File: src/rtl/fifo_dma_req_pkg.sv
package fifo_dma_req_pkg;

   typedef enum int {
      REQ_SINGLE = 0,
      REQ_BURST  = 1
   } req_kind_e;

   localparam int NUM_REQ = 2;

   // free entries of a transmit FIFO, saturating at zero on an illegal count
   function automatic int unsigned free_entries(input int unsigned depth,
                                                input int unsigned filled);
      return (filled >= depth) ? 0 : depth - filled;
   endfunction

endpackage

File: src/rtl/fifo_dma_level_adapt.sv
module fifo_dma_level_adapt #(
   parameter int DEPTH = 16,
   parameter bit IS_TX = 1'b0,
   parameter int LVL_W = $clog2(DEPTH + 1)
) (
   input  logic [LVL_W-1:0] fifo_level,
   output logic [LVL_W-1:0] avail
);
   import fifo_dma_req_pkg::*;

   localparam logic [LVL_W-1:0] DEPTH_V = LVL_W'(DEPTH);

   generate
      if (IS_TX) begin : g_tx
         // transmit side: the DMA may write into the free slots
         always_comb begin
            if (fifo_level >= DEPTH_V) avail = '0;
            else                       avail = DEPTH_V - fifo_level;
         end
      end else begin : g_rx
         // receive side: the DMA may read the filled slots
         always_comb avail = fifo_level;
      end
   endgenerate

endmodule

File: src/rtl/fifo_dma_threshold.sv
module fifo_dma_threshold #(
   parameter int LVL_W  = 5,
   parameter int NREQ   = 2
) (
   input  logic [LVL_W-1:0] avail,
   input  logic [LVL_W-1:0] watermark,
   output logic [NREQ-1:0]  cond
);
   import fifo_dma_req_pkg::*;

   always_comb begin
      cond             = '0;
      cond[REQ_SINGLE] = (avail != '0);
      cond[REQ_BURST]  = (avail > watermark);
   end

endmodule

File: src/rtl/fifo_dma_req_hold.sv
module fifo_dma_req_hold #(
   parameter int NREQ = 2
) (
   input  logic            clk,
   input  logic            rst_n,
   input  logic            enable,
   input  logic            req_clear,
   input  logic [NREQ-1:0] cond,
   output logic [NREQ-1:0] req_q
);

   generate
      for (genvar g = 0; g < NREQ; g++) begin : g_line
         always_ff @(posedge clk or negedge rst_n) begin
            if (!rst_n)
               req_q[g] <= 1'b0;
            else if (!enable || req_clear)
               req_q[g] <= 1'b0;
            else if (cond[g])
               req_q[g] <= 1'b1;
         end
      end
   endgenerate

endmodule

File: src/rtl/fifo_dma_req_gen.sv
module fifo_dma_req_gen #(
   parameter int DEPTH = 16,
   parameter bit IS_TX = 1'b0,
   parameter int LVL_W = $clog2(DEPTH + 1)
) (
   input  logic             clk,
   input  logic             rst_n,
   input  logic             enable,
   input  logic [LVL_W-1:0] fifo_level,
   input  logic [LVL_W-1:0] watermark,
   input  logic             req_clear,
   output logic             req_single,
   output logic             req_burst
);
   import fifo_dma_req_pkg::*;

   localparam int NREQ = NUM_REQ;

   generate
      if (DEPTH < 2) begin : g_bad_depth
         $error("fifo_dma_req_gen: DEPTH must be at least 2");
      end
      if (LVL_W < $clog2(DEPTH + 1)) begin : g_bad_width
         $error("fifo_dma_req_gen: LVL_W too narrow for DEPTH");
      end
   endgenerate

   logic [LVL_W-1:0] avail;
   logic [NREQ-1:0]  cond;
   logic [NREQ-1:0]  req_q;

   fifo_dma_level_adapt #(
      .DEPTH (DEPTH),
      .IS_TX (IS_TX),
      .LVL_W (LVL_W)
   ) adapt_i (
      .fifo_level (fifo_level),
      .avail      (avail)
   );

   fifo_dma_threshold #(
      .LVL_W (LVL_W),
      .NREQ  (NREQ)
   ) thr_i (
      .avail     (avail),
      .watermark (watermark),
      .cond      (cond)
   );

   fifo_dma_req_hold #(
      .NREQ (NREQ)
   ) hold_i (
      .clk       (clk),
      .rst_n     (rst_n),
      .enable    (enable),
      .req_clear (req_clear),
      .cond      (cond),
      .req_q     (req_q)
   );

   assign req_single = req_q[REQ_SINGLE];
   assign req_burst  = req_q[REQ_BURST];

endmodule

File: config.mk
export PLATFORM = sky130hd
export DESIGN_NAME = fifo_dma_req_gen
export DESIGN_NICKNAME = d
export VERILOG_FILES = /design/src/rtl/fifo_dma_req_pkg.sv /design/src/rtl/fifo_dma_level_adapt.sv /design/src/rtl/fifo_dma_threshold.sv /design/src/rtl/fifo_dma_req_hold.sv /design/src/rtl/fifo_dma_req_gen.sv
export SDC_FILE = /design/constraint.sdc
export NUM_CORES = 1
export LEC_CHECK = 0
export BUFFER_PORTS_ARGS = -buffer_cell sky130_fd_sc_hd__buf_2
export CAP_MARGIN = 20
export CORE_AREA = 4 4 41 43
export CTS_CLUSTER_DIAMETER = 120
export DETAILED_ROUTE_END_ITERATION = 16
export DIE_AREA = 0 0 45 47
export HOLD_SLACK_MARGIN = 0.03
export PLACE_DENSITY_LB_ADDON = 0.2
export SLEW_MARGIN = 20
export SYNTH_ARGS = -nofsm -noshare
export SYNTH_HDL_FRONTEND = slang
export SYNTH_SLANG_ARGS = --single-unit
File: constraint.sdc
create_clock -name clk -period 0.8 [get_ports clk]
set_input_delay 0.04 -clock clk [delete_from_list [all_inputs] [get_ports clk]]
set_output_delay 0.04 -clock clk [all_outputs]
set_load 0.01 [all_outputs]
## After elaboration in Yosys (flattened, before gate mapping)

Cells that the tools add are included.

| operators by class | value |
|---|---|
| reduce and logical (&&, ||, !) cells | 5 |
| order comparisons | 1 |
| multiplexer cells | 4 |

Operators with widths:

| cell | number |
|---|---|
| $gt A5 B5 Y1 | 1 |
| $reduce_bool A5 Y1 | 1 |
| $mux W1 | 4 |
| $reduce_bool A2 Y1 | 2 |
| $logic_not A1 Y1 | 1 |
| $logic_or A1 B1 Y1 | 1 |

| word-level totals | value |
|---|---|
| bits in registers | 2 |
| output and inout port bits | 2 |
| input port bits | 14 |

## Depth between registers and ports, before layout

Gate-level depths: netlist of run 1.

| logic depth | value |
|---|---|
| depth in word-level cells | 3 |
| depth in mapped cells | 5 |
| gate-level depth less buffers | 5 |

## By module

A second synthesis of run 1 with hierarchy kept.

| second synthesis, totals | value |
|---|---|
| cell total of the unflattened synthesis | 32 |
| area total of the unflattened synthesis | 250.2 um2 |

Modules (own cells, without submodules):

| module | area each (um2) | cells each | instances | seq. area each (um2) |
|---|---|---|---|---|
| fifo_dma_threshold | 133.9 | 20 | 1 | 0.0 |
| fifo_dma_req_hold | 78.8 | 7 | 1 | 50.0 |
| fifo_dma_level_adapt | 37.5 | 5 | 1 | 0.0 |

## Worst setup path after synthesis of run 1

OpenSTA, ideal clock, no wires.

| path | value |
|---|---|
| path type | input to register |
| start point | input port watermark[4] |
| end point | register hold_i.req_q[1] |
| data required time | 706 ps |
| cell stages on the path | 5 |
| arrival | 833 ps |
| setup time | 94 ps |
| path slack | -127 ps |
| cell sequence | inv_1 > ha_1 > nand4_1 > o22a_1 > a211oi_1 |

| between the ends | value |
|---|---|
| word-level cells in the longest chain between the ends | 2 |

RTL lines:

| item | RTL line | RTL |
|---|---|---|
| start, declared | fifo_dma_req_gen.sv:10 | `input logic [LVL_W-1:0] watermark,` |
| $gt A5 B5 Y1 | fifo_dma_threshold.sv:14 | `cond[REQ_BURST] = (avail > watermark);` |
| $reduce_bool A2 Y1 (no source line) | n/a |  |
| end signal, assigned by index | fifo_dma_req_hold.sv:16 | `req_q[g] <= 1'b0;` |
| end signal, assigned by index | fifo_dma_req_hold.sv:18 | `req_q[g] <= 1'b0;` |
| end signal, assigned by index | fifo_dma_req_hold.sv:20 | `req_q[g] <= 1'b1;` |
| end, declared | fifo_dma_req_hold.sv:9 | `output logic [NREQ-1:0] req_q` |

No other way between the ends.
A chain may end at the register's enable or synchronous reset.

## Final worst setup path of run 1

| path | value |
|---|---|
| start point | input port fifo_level[1] |
| end point | register hold_i.req_q[1] |

| between the ends | value |
|---|---|
| word-level cells in the longest chain between the ends | 2 |

RTL lines:

| item | RTL line | RTL |
|---|---|---|
| start, declared | fifo_dma_req_gen.sv:9 | `input logic [LVL_W-1:0] fifo_level,` |
| $gt A5 B5 Y1 | fifo_dma_threshold.sv:14 |  |
| $reduce_bool A2 Y1 (no source line) | n/a |  |

No other way between the ends.

==> reports/qor.yml, run 1 <==
layout:
  largest_reg_flops: 2
  largestRegisters: "hold_i.req_q: 2 flops"
  final_cell_mix: "10 x buf_2, 4 x ha_4, 4 x buf_6"
  n_antenna_cell: 0
  layoutNonFillerInstCount: 59
  area_growth_pct: 133
  fillCellCount: 143
  utilization_pct: 35.6
  drive_above_1_share_pct: 70.5
  largest-register: "hold_i.req_q"
  nets: 65
  final_common_cell: "buf_2"
detailed_routing:
  viasPerCell: 4.10
  wl_per_cell_um: 11.4
  vias: 242
  totalWireLength_um: 674
  drt_iter0_markers: 5
  drt_pre_antenna_iters: 4
  detail-route-antenna-nets: 0
  drc: 0
sta:
  fmax_ghz: 1.21
  hold_viol: 0
  slew_violations: 0
  worstMarginPinSlew_ps: 296
  slew_headroom_pct: 80.1
  fin_worst_skew_ps: 0
  rsz0062_at_grt: "true"
  post-route-period-util_pct: 104
  finalCriticalPeriod_ps: 828
  setup_viol: 2
  layout_setup_ws_ps: -28.4
placement:
  dp_hpwl_um: 507
  portBuffers: 15
  dpl.cell_count: 55
  place.gp.congestion: 0.734
cts:
  post_cts_buffers: 0
  clock-sinks: 2
  htreeDepth: 1
  path_clk_slew_ps: 30
  clock_latency_ps: 220
  cts-root-buf: "clkbuf_4"
  tritoncts: "yes"
  cts_buffers: 3
  clock_path_buffers: 2
yosys:
  syn_area_sq_um: 199
  ys_seq_area_share_pct: 25.2
  syn_inst: 23
  syn_avg_cell_area_sq_um: 8.65
  synth_seq_cells: 2
  yosysUniqueCellTypes: 12
  syn_nets: 42
  ys_warn_count: 0
setup_path:
  rrSetupSlack_ps: 0
  critPathBufInv: 1
  r2r-start: "hold_i.req_q[1]$_DFFE_PN0P_"
  criticalPathCategory: "in2reg"
  start_kind: "primary input"
  cp_cell_sequence: "buf_2, ha_4, nand4_1, o22a_1, a211oi_2"
  cp_slowest_cell: "ha_4"
  r2r_cells: 2
  cp.arrival_ps: 960
  crit_family: "compound AO/OA/AOI/OAI gates"
  slowest_delay_ps: 260
  cp-end-kind: "register"
  cp.required_ps: 940
  worst-path-max-fanout: 2
  timing.rr.end: "hold_i.req_q[1]$_DFFE_PN0P_"
pwr:
  clockPowerShare_pct: 41.4
  p_leak_nw: 0.213
  power_density_nw_per_um2: 1130
  p_int_uw: 386
  seq_power_share_pct: 21.6
  switching_share_pct: 26.4
  vdd_drop_max_uv: 481
  comb_power_share_pct: 37.0
  total_power_uw: 525
  switching_power_uw: 139
hold_path:
  min_from: "enable"
  whs_path_depth: 3
  whs_endpoint: "hold_i.req_q[1]$_DFFE_PN0P_"
  hp-class: "in2reg"
floorplanning:
  rows: 13
  die_h_um: 47
  die_w_um: 45
  initial_core_util_pct: 15.3
  core_area_sq_um: 1300
  io_pins: 16
  die_area_sq_um: 2120
global_route:
  grt_pass1_wl_um: 897
  gr-total-overflow: 0
  grt_use_total_pct: 5.68
  antenna_found_initial: 0
  grt_max_degree: 4
  grt_pass1_vias: 263
flow_run:
  maxCapViolCount: 0
outcome:
  violations: "setup timing"
  outcome: "finished with violations"
## worst max path at each step
stage | from | endpoint | depth (start not counted)
after floorplan | watermark[3] | hold_i.req_q[1]$_DFFE_PN0P_ | 5
after global placement | watermark[3] | hold_i.req_q[1]$_DFFE_PN0P_ | 6
after detailed placement | watermark[3] | hold_i.req_q[1]$_DFFE_PN0P_ | 6
after CTS | watermark[4] | hold_i.req_q[1]$_DFFE_PN0P_ | 6
after global routing | watermark[3] | hold_i.req_q[1]$_DFFE_PN0P_ | 6
final | fifo_level[1] | hold_i.req_q[1]$_DFFE_PN0P_ | 5
## layer usage
metal / track usage, % / wire (um) / up-vias
li1: - / - / 126
met1: 5.44 / 244 / 109
met2: 11.6 / 392 / 7
met3: 0.383 / 37 / 0
met4: 3.51 / 0 / 0
met5: 0 / 0 / -
## metrics by stage
| stage | setup TNS, ps | setup slack, ps | cell area [sq um] | hold slack (ps) |
|---|---|---|---|---|
| after detailed placement | -264 | -264 | 380 | -174 |
| final | -52.6 | -28.4 | 463 | 99.8 |
| after floorplan | -21.7 | -21.7 | 272 | -256 |
| after global placement | -277 | -277 | 380 | -176 |
| after CTS | -9.20 | -6.59 | 415 | 89.3 |
| after global routing | -126 | -77.5 | 463 | 127 |
## Yosys cell counts (all sizes together)
cell type	instances	share of area, %
nor3b	1	3.8
dfrtp	2	25
nor2	1	1.9
inv	5	9.4
nand2	1	1.9
nand2b	1	3.1
a21oi	2	5.0
nor4	1	3.1
o22a	1	4.4
nand4	1	3.1
ha	5	31
a211oi	2	7.5
## cell type report
class | count | area, sq um | area share, %
timing repair buffer | 18 | 135 | 29.2
sequential | 2 | 50.0 | 10.8
clock buffer | 3 | 22.5 | 4.86
inverter | 5 | 41.3 | 8.92
multi-input combinational | 16 | 195 | 42.2
tap | 15 | 18.8 | 4.05
## power groups by stage
stage / sequential [mW] / combinational, mW / clock [mW]
6_report: 0.113 / 0.194 / 0.217
5_1_grt: 0.114 / 0.217 / 0.224
4_1_cts: 0.112 / 0.162 / 0.227
3_5_place_dp: 0.113 / 0.155 / 0
3_3_place_gp: 0.113 / 0.152 / 0
2_1_floorplan: 0.116 / 0.0727 / 0
## cell families after synthesis
group	count (synthesis)	share of synthesized area (%)
flops	2	25.2
compound gates	5	17.0
fa+ha+maj	5	31.4
simple gates	6	17.0
buf+inv	5	9.43
## worst register-to-register path: stages, from the launching register on
cell and delay (ps):
dfrtp_1 400, nor3b_2 210, a211oi_2 60
## timing repair
| action | CTS | global route |
|---|---|---|
| endpoints found under the hold margin | 2 | 0 |
| endpoints found under the setup margin | 2 | 2 |
| hold buffers | 1 | 0 |
| pin swaps | 0 | 2 |
| gates resized for setup | 1 | 12 |
| gates cloned | 0 | 0 |
No activity file was read; power rests on OpenSTA's default activity.
==> inputs of run 2 (changes only) <==
--- a/config.mk
+++ b/config.mk
@@ -12,7 +12,8 @@
 export DETAILED_ROUTE_END_ITERATION = 16
 export DIE_AREA = 0 0 45 47
 export HOLD_SLACK_MARGIN = 0.03
-export PLACE_DENSITY_LB_ADDON = 0.2
+export PLACE_DENSITY = 0.49
+export SKIP_LAST_GASP = 1
 export SLEW_MARGIN = 20
 export SYNTH_ARGS = -nofsm -noshare
 export SYNTH_HDL_FRONTEND = slang
==> reports/qor.yml, run 2 (synthesis gave the netlist of run 1 again) <==
sta:
  setup_viol: 2  # unchanged
  layout_setup_ws_ps: -99.5  # -71.1 ps
  post-route-period-util_pct: 112  # +8.9 points
  slew_violations: 0  # unchanged
  fin_worst_skew_ps: 0  # unchanged
  setup_tns_ps: -120  # -67.9 ps
  hold_viol: 0  # unchanged
  worstMarginPinSlew_ps: 286  # -9.82 ps
  rsz0062_at_grt: "true"
  finalCriticalPeriod_ps: 899  # +71.1 ps
  fmax_ghz: 1.11  # -7.9%
  holdWs_ps: 82.3  # -17.5 ps
  slew_headroom_pct: 80.7  # +0.66 points
floorplanning:
  core_area_sq_um: 1300  # unchanged
  initial_core_util_pct: 15.3  # unchanged
  io_pins: 16  # unchanged
  die_area_sq_um: 2120  # unchanged
  rows: 13  # unchanged
  die_w_um: 45  # unchanged
  die_h_um: 47  # unchanged
pwr:
  vdd_drop_max_uv: 828  # +72%
  p_leak_nw: 0.210  # -1.2%
  power_density_nw_per_um2: 1170  # +3.5%
  total_power_uw: 517  # -1.5%
layout:
  n_antenna_cell: 0  # unchanged
  final_cell_area_sq_um: 440  # -4.9%
  layoutNonFillerInstCount: 61  # +3.4%
  largestRegisters: "hold_i.req_q: 2 flops"
  drive_above_1_share_pct: 65.2  # -5.2 points
  final_cell_mix: "13 x buf_2, 4 x ha_4, 4 x buf_4"
  area_growth_pct: 121
  utilization_pct: 33.8  # -1.7 points
  largest-register: "hold_i.req_q"
  largest_reg_flops: 2  # unchanged
  final_common_cell: "buf_2"
  fillCellCount: 147  # +2.8%
  nets: 67  # +3.1%
global_route:
  gr-total-overflow: 0  # unchanged
  grt_use_total_pct: 7.97  # +2.3 points
  grt_pass1_vias: 259  # -1.5%
  grt_pass1_wl_um: 1100  # +22%
  antenna_found_initial: 0  # unchanged
  grt_max_degree: 4  # unchanged
placement:
  place.gp.congestion: 0.669  # -8.9%
  dp_slack_ps: -268  # -3.68 ps
  postPlaceCellArea_sq_um: 395  # +3.9%
  dpl.cell_count: 57  # +3.6%
  dp_hpwl_um: 575  # +13%
  portBuffers: 15  # unchanged
detailed_routing:
  vias: 259  # +7.0%
  wl_per_cell_um: 10.7  # -6.3%
  drc: 0  # unchanged
  drt_iter0_markers: 1  # -4
  drt_pre_antenna_iters: 2  # -2
  detail-route-antenna-nets: 0  # unchanged
  viasPerCell: 4.25  # +3.5%
  totalWireLength_um: 653  # -3.1%
hold_path:
  whs_endpoint: "hold_i.req_q[1]$_DFFE_PN0P_"
  min_from: "enable"
  hp-class: "in2reg"
  whs_path_depth: 3  # unchanged
setup_path:
  rrSetupSlack_ps: -20  # -20 ps
  r2r_cells: 2  # unchanged
  cp.required_ps: 760  # -180 ps
  cp.arrival_ps: 860  # -100 ps
  start_kind: "register"
  worst-path-max-fanout: 3  # +1
  r2r-start: "hold_i.req_q[1]$_DFFE_PN0P_"
  cp-end-kind: "output port"
  criticalPathCategory: "reg2out"
  timing.rr.end: "hold_i.req_q[1]$_DFFE_PN0P_"
flow_run:
  maxCapViolCount: 0  # unchanged
cts:
  clock_latency_ps: 220  # about the same
  tritoncts: "yes"
  post_cts_buffers: 0  # unchanged
  cts_buffers: 3  # unchanged
  htreeDepth: 1  # unchanged
  cts-root-buf: "clkbuf_4"
  path_clk_slew_ps: 30  # about the same
  clock_path_buffers: 2  # unchanged
  clock-sinks: 2  # unchanged
outcome:
  outcome: "finished with violations"
  violations: "setup timing"
## run 2: report_power, final
part / switching (mW) / internal, mW
combinational: 0.0751 / 0.101
clock: 0.0619 / 0.166
sequential: 0.00519 / 0.108
total: 0.142 / 0.375
## run 2: final cells by class
class	instances	area (sq um)	share of cell area, %
Tap cell	15	18.8	4.26
Multi-Input combinational cell	16	180	40.9
Clock buffer	3	22.5	5.11
Timing Repair Buffer	20	128	29.0
Sequential cell	2	50.0	11.4
Inverter	5	41.3	9.38
## run 2: routing by layer
| metal | share of wire (%) | up-vias | track usage [%] |
|---|---|---|---|
| met5 | 0 | - | 0 |
| met4 | 1.2 | 0 | 8.77 |
| met3 | 15 | 2 | 4.21 |
| met2 | 43 | 13 | 10.5 |
| met1 | 40 | 115 | 8.60 |
| li1 | - | 129 | - |
## run 2: how the worst max path moves through the flow
stage / to / cells after the start / startpoint
6_report: req_burst / 2 / hold_i.req_q[1]$_DFFE_PN0P_
5_1_grt: req_burst / 2 / hold_i.req_q[1]$_DFFE_PN0P_
4_1_cts: req_burst / 2 / hold_i.req_q[1]$_DFFE_PN0P_
3_5_place_dp: hold_i.req_q[1]$_DFFE_PN0P_ / 6 / watermark[3]
3_3_place_gp: hold_i.req_q[1]$_DFFE_PN0P_ / 6 / watermark[3]
2_1_floorplan: hold_i.req_q[1]$_DFFE_PN0P_ / 5 / watermark[3]
## run 2: worst max-delay path, stage by stage (launching register included)
cell     delay, ps
dfrtp_1        400
buf_6          130
buf_6          110
## run 2: repair_timing
action                                  CTS  global route
endpoints found under the hold margin     2             0
endpoints found under the setup margin    2             3
hold buffers                              1             0
resized for setup                         3             0
